==> src/rtl/eeprom_bitport_pkg.sv <==
package eeprom_bitport_pkg;

    localparam int REG_W   = 8;
    localparam int BIT_REQ = 5;
    localparam int BIT_RDY = 4;
    localparam int BIT_CS  = 3;
    localparam int BIT_SK  = 2;
    localparam int BIT_DO  = 1;
    localparam int BIT_DI  = 0;

    typedef struct packed {
        logic req;
        logic cs;
        logic sk;
        logic dout;
    } ctl_t;

    typedef struct packed {
        logic ready;
        logic din;
    } stat_t;

    function automatic int settle_cycles(input int ns, input int period_ps);
        return (ns * 1000 + period_ps - 1) / period_ps;
    endfunction

    function automatic ctl_t decode_write(input logic [REG_W-1:0] d);
        ctl_t c;
        c.req  = d[BIT_REQ];
        c.cs   = d[BIT_CS];
        c.sk   = d[BIT_SK];
        c.dout = d[BIT_DO];
        return c;
    endfunction

    function automatic logic [REG_W-1:0] encode_read(input ctl_t c, input stat_t s);
        logic [REG_W-1:0] r;
        r          = '0;
        r[BIT_REQ] = c.req;
        r[BIT_RDY] = s.ready;
        r[BIT_CS]  = c.cs;
        r[BIT_SK]  = c.sk;
        r[BIT_DO]  = c.dout;
        r[BIT_DI]  = s.din;
        return r;
    endfunction

endpackage

==> src/rtl/eeprom_port_arbiter.sv <==
module eeprom_port_arbiter #(
    parameter int NUM_USERS = 3
) (
    input  logic                 clk,
    input  logic                 rst,
    input  logic [NUM_USERS-1:0] req,
    output logic [NUM_USERS-1:0] gnt
);

    logic [NUM_USERS-1:0] pick;
    logic [NUM_USERS-1:0] gnt_next;

    always_comb begin
        pick = '0;
        for (int i = NUM_USERS - 1; i >= 0; i--) begin
            if (req[i]) begin
                pick    = '0;
                pick[i] = 1'b1;
            end
        end
    end

    always_comb begin
        if (|(gnt & req)) begin
            gnt_next = gnt;
        end else if (gnt == '0) begin
            gnt_next = pick;
        end else begin
            gnt_next = '0;
        end
    end

    always_ff @(posedge clk) begin
        if (rst) begin
            gnt <= '0;
        end else begin
            gnt <= gnt_next;
        end
    end

endmodule

==> src/rtl/eeprom_settle_timer.sv <==
module eeprom_settle_timer #(
    parameter int CYCLES = 40
) (
    input  logic clk,
    input  logic rst,
    input  logic enable,
    input  logic restart,
    output logic done
);

    localparam int CW = $clog2(CYCLES + 1);
    localparam logic [CW-1:0] LOAD = CW'(CYCLES);

    logic [CW-1:0] cnt;

    always_ff @(posedge clk) begin
        if (rst || !enable) begin
            cnt <= '0;
        end else if (restart) begin
            cnt <= LOAD;
        end else if (cnt != '0) begin
            cnt <= cnt - 1'b1;
        end
    end

    assign done = (cnt == '0);

endmodule

==> src/rtl/eeprom_bitport.sv <==
module eeprom_bitport
    import eeprom_bitport_pkg::*;
#(
    parameter int NUM_OTHERS    = 2,
    parameter int CLK_PERIOD_PS = 20000,
    parameter int SETTLE_NS     = 800
) (
    input  logic                  clk,
    input  logic                  rst,
    input  logic                  reg_wr,
    input  logic [7:0]            reg_wdata,
    output logic [7:0]            reg_rdata,
    input  logic [NUM_OTHERS-1:0] other_req,
    output logic [NUM_OTHERS-1:0] other_gnt,
    output logic                  ee_cs,
    output logic                  ee_sk,
    output logic                  ee_di,
    input  logic                  ee_do
);

    localparam int SETTLE_CYC = settle_cycles(SETTLE_NS, CLK_PERIOD_PS);
    localparam int NUM_USERS  = NUM_OTHERS + 1;
    localparam int EE_IDX     = NUM_OTHERS;

    ctl_t                 ctl_q;
    logic                 din_q;
    logic [NUM_USERS-1:0] all_req;
    logic [NUM_USERS-1:0] all_gnt;
    logic                 ee_gnt;
    logic                 ee_req_q;
    logic                 ee_own;
    logic                 settled;
    stat_t                stat;

    always_ff @(posedge clk) begin
        if (rst) begin
            ctl_q <= '0;
            din_q <= 1'b0;
        end else begin
            din_q <= ee_do;
            if (reg_wr) begin
                ctl_q <= decode_write(reg_wdata);
            end
        end
    end

    assign ee_req_q = ctl_q.req;
    assign all_req  = {ee_req_q, other_req};

    eeprom_port_arbiter #(
        .NUM_USERS(NUM_USERS)
    ) u_arb (
        .clk (clk),
        .rst (rst),
        .req (all_req),
        .gnt (all_gnt)
    );

    assign ee_gnt    = all_gnt[EE_IDX];
    assign other_gnt = all_gnt[NUM_OTHERS-1:0];
    assign ee_own    = ee_gnt & ee_req_q;

    eeprom_settle_timer #(
        .CYCLES(SETTLE_CYC)
    ) u_timer (
        .clk     (clk),
        .rst     (rst),
        .enable  (ee_gnt),
        .restart (reg_wr & ee_gnt),
        .done    (settled)
    );

    assign stat.ready = ee_own & settled;
    assign stat.din   = ee_own & din_q;

    assign ee_cs = ee_own & ctl_q.cs;
    assign ee_sk = ee_own & ctl_q.sk;
    assign ee_di = ee_own & ctl_q.dout;

    assign reg_rdata = encode_read(ctl_q, stat);

endmodule

==> config.mk <==
export PLATFORM = sky130hd
export DESIGN_NAME = eeprom_bitport
export DESIGN_NICKNAME = d
export VERILOG_FILES = /design/src/rtl/eeprom_bitport_pkg.sv /design/src/rtl/eeprom_port_arbiter.sv /design/src/rtl/eeprom_settle_timer.sv /design/src/rtl/eeprom_bitport.sv
export SDC_FILE = /design/constraint.sdc
export NUM_CORES = 1
export LEC_CHECK = 0
export BUFFER_PORTS_ARGS = -buffer_cell sky130_fd_sc_hd__buf_2
export CORE_ASPECT_RATIO = 1.2
export CORE_MARGIN = 3
export CORE_UTILIZATION = 47
export CTS_CLUSTER_DIAMETER = 60
export DETAILED_ROUTE_END_ITERATION = 6
export PLACE_DENSITY = 0.77
export SETUP_SLACK_MARGIN = 0.1
export SYNTH_ARGS = -nofsm -noshare
export SYNTH_HDL_FRONTEND = slang
export SYNTH_SLANG_ARGS = --single-unit
==> constraint.sdc <==
create_clock -name clk -period 1.5 [get_ports clk]
set_input_delay 0.3 -clock clk [delete_from_list [all_inputs] [get_ports clk]]
set_output_delay 0.3 -clock clk [all_outputs]
set_load 0.03 [all_outputs]
# Word-level counts from Yosys, hierarchy flattened

Cells that the tools add are included.

Register bits after elaboration: 14
Word-level logic and storage cells: 31

Reductions and logical operators: 8
$add $sub $neg: 1
Multiplexer cells: 6
Bitwise logic cells: 8

Operators by type and width:

| operator                                          | number |
|---|---|
| two-way mux 3 bit                                 | 4 |
| two-way mux 6 bit                                 | 2 |
| bitwise AND 1 bit                                 | 7 |
| logical NOT 6 bit                                 | 1 |
| nonzero test 6 bit                                | 1 |
| subtractor 6 x 1 -> 6 bit (second input constant) | 1 |
| bitwise AND 3 bit                                 | 1 |
| logical NOT 3 bit                                 | 1 |
| OR reduction 3 bit                                | 1 |
| nonzero test 2 bit                                | 1 |
| OR reduction 2 bit                                | 1 |
| logical NOT 1 bit                                 | 1 |
| logical OR 1 bit                                  | 1 |

# Depth between registers and ports, before layout

Depth after elaboration: 4
Depth in mapped cells: 5

# Hierarchy

A second synthesis with hierarchy kept.

Cells, all modules: 77
Area, all modules: 700.7 um^2

Modules (own cells, without submodules):

| module              | area each (um^2) | cells each | seq. area each (um^2) | times used |
|---|---|---|---|---|
| eeprom_settle_timer | 321.6            | 36         | 120.1                 | 1 |
| eeprom_bitport      | 237.7            | 25         | 100.1                 | 1 |
| eeprom_port_arbiter | 141.4            | 16         | 60.1                  | 1 |

# Worst setup path before layout

Ideal clock, no wire load.

Path type: reg2out
Start: register u_timer.cnt[0]
End: output port reg_rdata[4]
Stages on the path, launching flop included: 6
Data required time: 1,200 ps
Setup slack: -103 ps
Arrival: 1,303 ps
Path through: dfxtp_1 inv_1 ha_1 nor2b_1 nand2_1 nor2_1

Cells in the longest elaborated chain, start to end: 2

RTL lines:

| what                   | RTL line                  | RTL |
|---|---|---|
| start, declared        | eeprom_settle_timer.sv:14 | `logic [CW-1:0] cnt;` |
| start signal, assigned | eeprom_settle_timer.sv:22 | `cnt <= cnt - 1'b1;` |
| logical NOT 6 bit      | eeprom_settle_timer.sv:26 | `assign done = (cnt == '0);` |
| bitwise AND 1 bit      | eeprom_bitport.sv:73      | `assign stat.ready = ee_own & settled;` |
| end, declared          | eeprom_bitport.sv:12      | `output logic [7:0] reg_rdata,` |

No other way between the ends.

# Worst setup path after layout

Start: register u_timer.cnt[1]
End: output port reg_rdata[4]

The elaborated chain is that of the path after synthesis.

==> results.json <==
{
  "fin_util": 0.712,
  "grt_max_degree": 11,
  "synth.distinct_cells": 32,
  "areaGrowthSynthToFinish_pct": 31.1,
  "vdd_ir_drop_max_mv": 0.708,
  "synth.avg_cell_area_um2": 9.15,
  "place_congestion": 0.767,
  "dr.pass1.iters": 2,
  "globalRouteOverflowTotal": 0,
  "hp-class": "input port to flop",
  "n_antenna_cell": 0,
  "power.total_w": 0.000742,
  "syn_area_um2": 732,
  "synth_seq_area_share": 0.383,
  "drt-initial-drc-count": 5,
  "cts.sinks": 14,
  "core_um2": 1350,
  "finalHoldViolations": 0,
  "layout_common_cells": "18 x buf_2, 10 x dfxtp_1, 8 x a21oi_1, 8 x buf_4, 6 x nor2_1",
  "vias_per_cell": 5.28,
  "dieHeight_um": 49.2,
  "postLayoutCellArea_um2": 960,
  "cp_slowest_stage_delay_ns": 0.33,
  "fin_nets": 124,
  "die_w_um": 42.0,
  "place_area_um2": 855,
  "worstSetupStartpointType": "flop",
  "grt_first_pass_wirelength_mm": 2.48,
  "grt_use_total": 0.152,
  "critical_path_peak_fanout": 2,
  "async_reset_ff_frac": 0,
  "worstPathArrival_ns": 1.25,
  "hold_buffers": 0,
  "fin_skew_ns": 0.00241,
  "leakage_nw": 0.449,
  "drive_gt1_frac": 0.467,
  "setup_viol": 1,
  "clk_latency_ns": 0.27,
  "yosysWarnings": 0,
  "first_global_vias": 579,
  "io_buffer_count": 20,
  "final_common_cell": "buf_2",
  "violations": "setup timing",
  "fin_ws_ns": -0.0522,
  "crit_type": "flop to output port",
  "syn_inst": 80,
  "drt-total-wl_mm": 1.46,
  "drtAntennaViolNets": 0,
  "setup-tns-final_ns": -0.0522,
  "cap_violations": 0,
  "initial_utilization": 0.543,
  "cts_tree": "yes",
  "cts_max_level": 1,
  "route.detailed.drc": 0,
  "synth-main-ff-cell": "dfxtp_1",
  "rows": 14,
  "via_count": 650,
  "nFillCells": 106,
  "powerDensity_nw_per_um2": 773,
  "num_io_pins": 27,
  "status": "finished with violations",
  "fmax_mhz": 644,
  "period_minus_slack_ns": 1.55,
  "antenna_found_initial": 0,
  "synth_edf_count": 0,
  "dp_hpwl_mm": 1.06,
  "rsz0062_at_grt": "yes",
  "finalMaxSlewViolations": 0,
  "endpoint_kind": "output port",
  "cpMaxStageDelayCell": "dfxtp_2",
  "ys_seq_elements": 14,
  "path_clk_slew_ns": 0.09,
  "path_cells": "inv_2, ha_4, nor2b_4, nand2_4, nor2_4, buf_6",
  "cts_buffers": 3,
  "critPathTopFamily": "flip-flops",
  "required_ns": 1.20,
  "cp.buffers_inverters": 2,
  "clk_path_buf_depth": 2,
  "cts-root-buf": "clkbuf_4",
  "dieArea_um2": 2070,
  "fin_crit_sh": 1.03,
  "wire_per_inst_um": 11.9
}
==> worst register-to-register path: cells and delay by family, from the launching register on <==
| family | cells | cell delay (ns) |
|---|---|---|
| buffers and inverters | 3 | 0.33 |
| DFF | 1 | 0.33 |
| AOI/OAI and AO/OA | 1 | 0.20 |
| and+or+nand+nor | 2 | 0.24 |
| adders and majority gates | 1 | 0.13 |
==> synthesized netlist by cell type (2+ instances only) <==
cell type | count | area share
buf_4 | 4 | 0.041
mux2i_1 | 4 | 0.055
o21ai_0 | 3 | 0.021
nor4_1 | 3 | 0.026
and3_1 | 4 | 0.034
a21oi_1 | 8 | 0.055
dfxtp_1 | 14 | 0.38
ha_1 | 2 | 0.034
nor3_1 | 5 | 0.034
inv_1 | 3 | 0.015
nand2_1 | 3 | 0.015
nor2_1 | 7 | 0.036
==> timing repair <==
action                                  4_1_cts  5_1_grt
buffers inserted                              2        1
pin swaps                                     1        0
endpoints found under the hold margin         0        0
endpoints found under the setup margin        5        5
gates resized for setup                      15        2
==> metrics by stage <==
stage | hold slack [ns] | setup slack (ns) | instances
floorplan | 0.442 | 0.102 | 81
global placement | 0.486 | 0.0485 | 116
detailed placement | 0.501 | -0.00708 | 116
CTS | 0.243 | -0.0713 | 122
global route | 0.243 | -0.153 | 123
finish | 0.248 | -0.0522 | 123
==> final cells by class <==
class	instances	area (µm²)	area share
Timing Repair Buffer	28	169	0.176
Inverter	3	11.3	0.0117
Clock buffer	4	36.3	0.0378
Tap cell	16	20.0	0.0209
Sequential cell	14	290	0.302
Multi-Input combinational cell	58	433	0.451
==> power breakdown <==
| group | total (W) | switching, W | internal (W) |
|---|---|---|---|
| registers | 0.000393 | 0.0000126 | 0.000381 |
| clock network | 0.000268 | 0.000120 | 0.000147 |
| logic | 0.0000813 | 0.0000503 | 0.0000311 |
==> layer usage <==
metal  routed length, µm  global-route usage  vias to the layer above
met2                 760               0.263                       12
met5                   0                   0                        -
met3                  67              0.0369                        2
met4                  14              0.0622                        0
li1                    -                   -                      337
met1                 621               0.177                      299
==> registers in the layout, indices dropped and copies added, names as in the netlist <==
register     count
u_timer.cnt      6
reg_rdata        3
u_arb.gnt        3
din_q            1
ee_req_q         1
==> cell families (layout without fill, tap and decap cells) <==
group	after synthesis	count (layout)	synth area share
flip-flops	14	14	0.383
multiplexers	4	4	0.0547
buffers and inverters	9	35	0.0786
other	1	2	0.00512
XOR/XNOR	1	1	0.0120
AND/OR/NAND/NOR	31	31	0.258
AO/OA/AOI/OAI	18	18	0.174
adder cells (fa/ha/maj)	2	2	0.0342
==> worst paths after layout <==
check                      start             end  slack [ns]  cells past startpoint
setup / recovery  u_timer.cnt[1]    reg_rdata[4]       -0.05                      6
hold reg to reg     reg_rdata[3]    reg_rdata[3]        0.52                      2
setup reg to reg  u_timer.cnt[1]  u_timer.cnt[1]        0.19                      7
hold / removal             ee_do           din_q        0.25                      2
(Power assumes the default switching activity.)
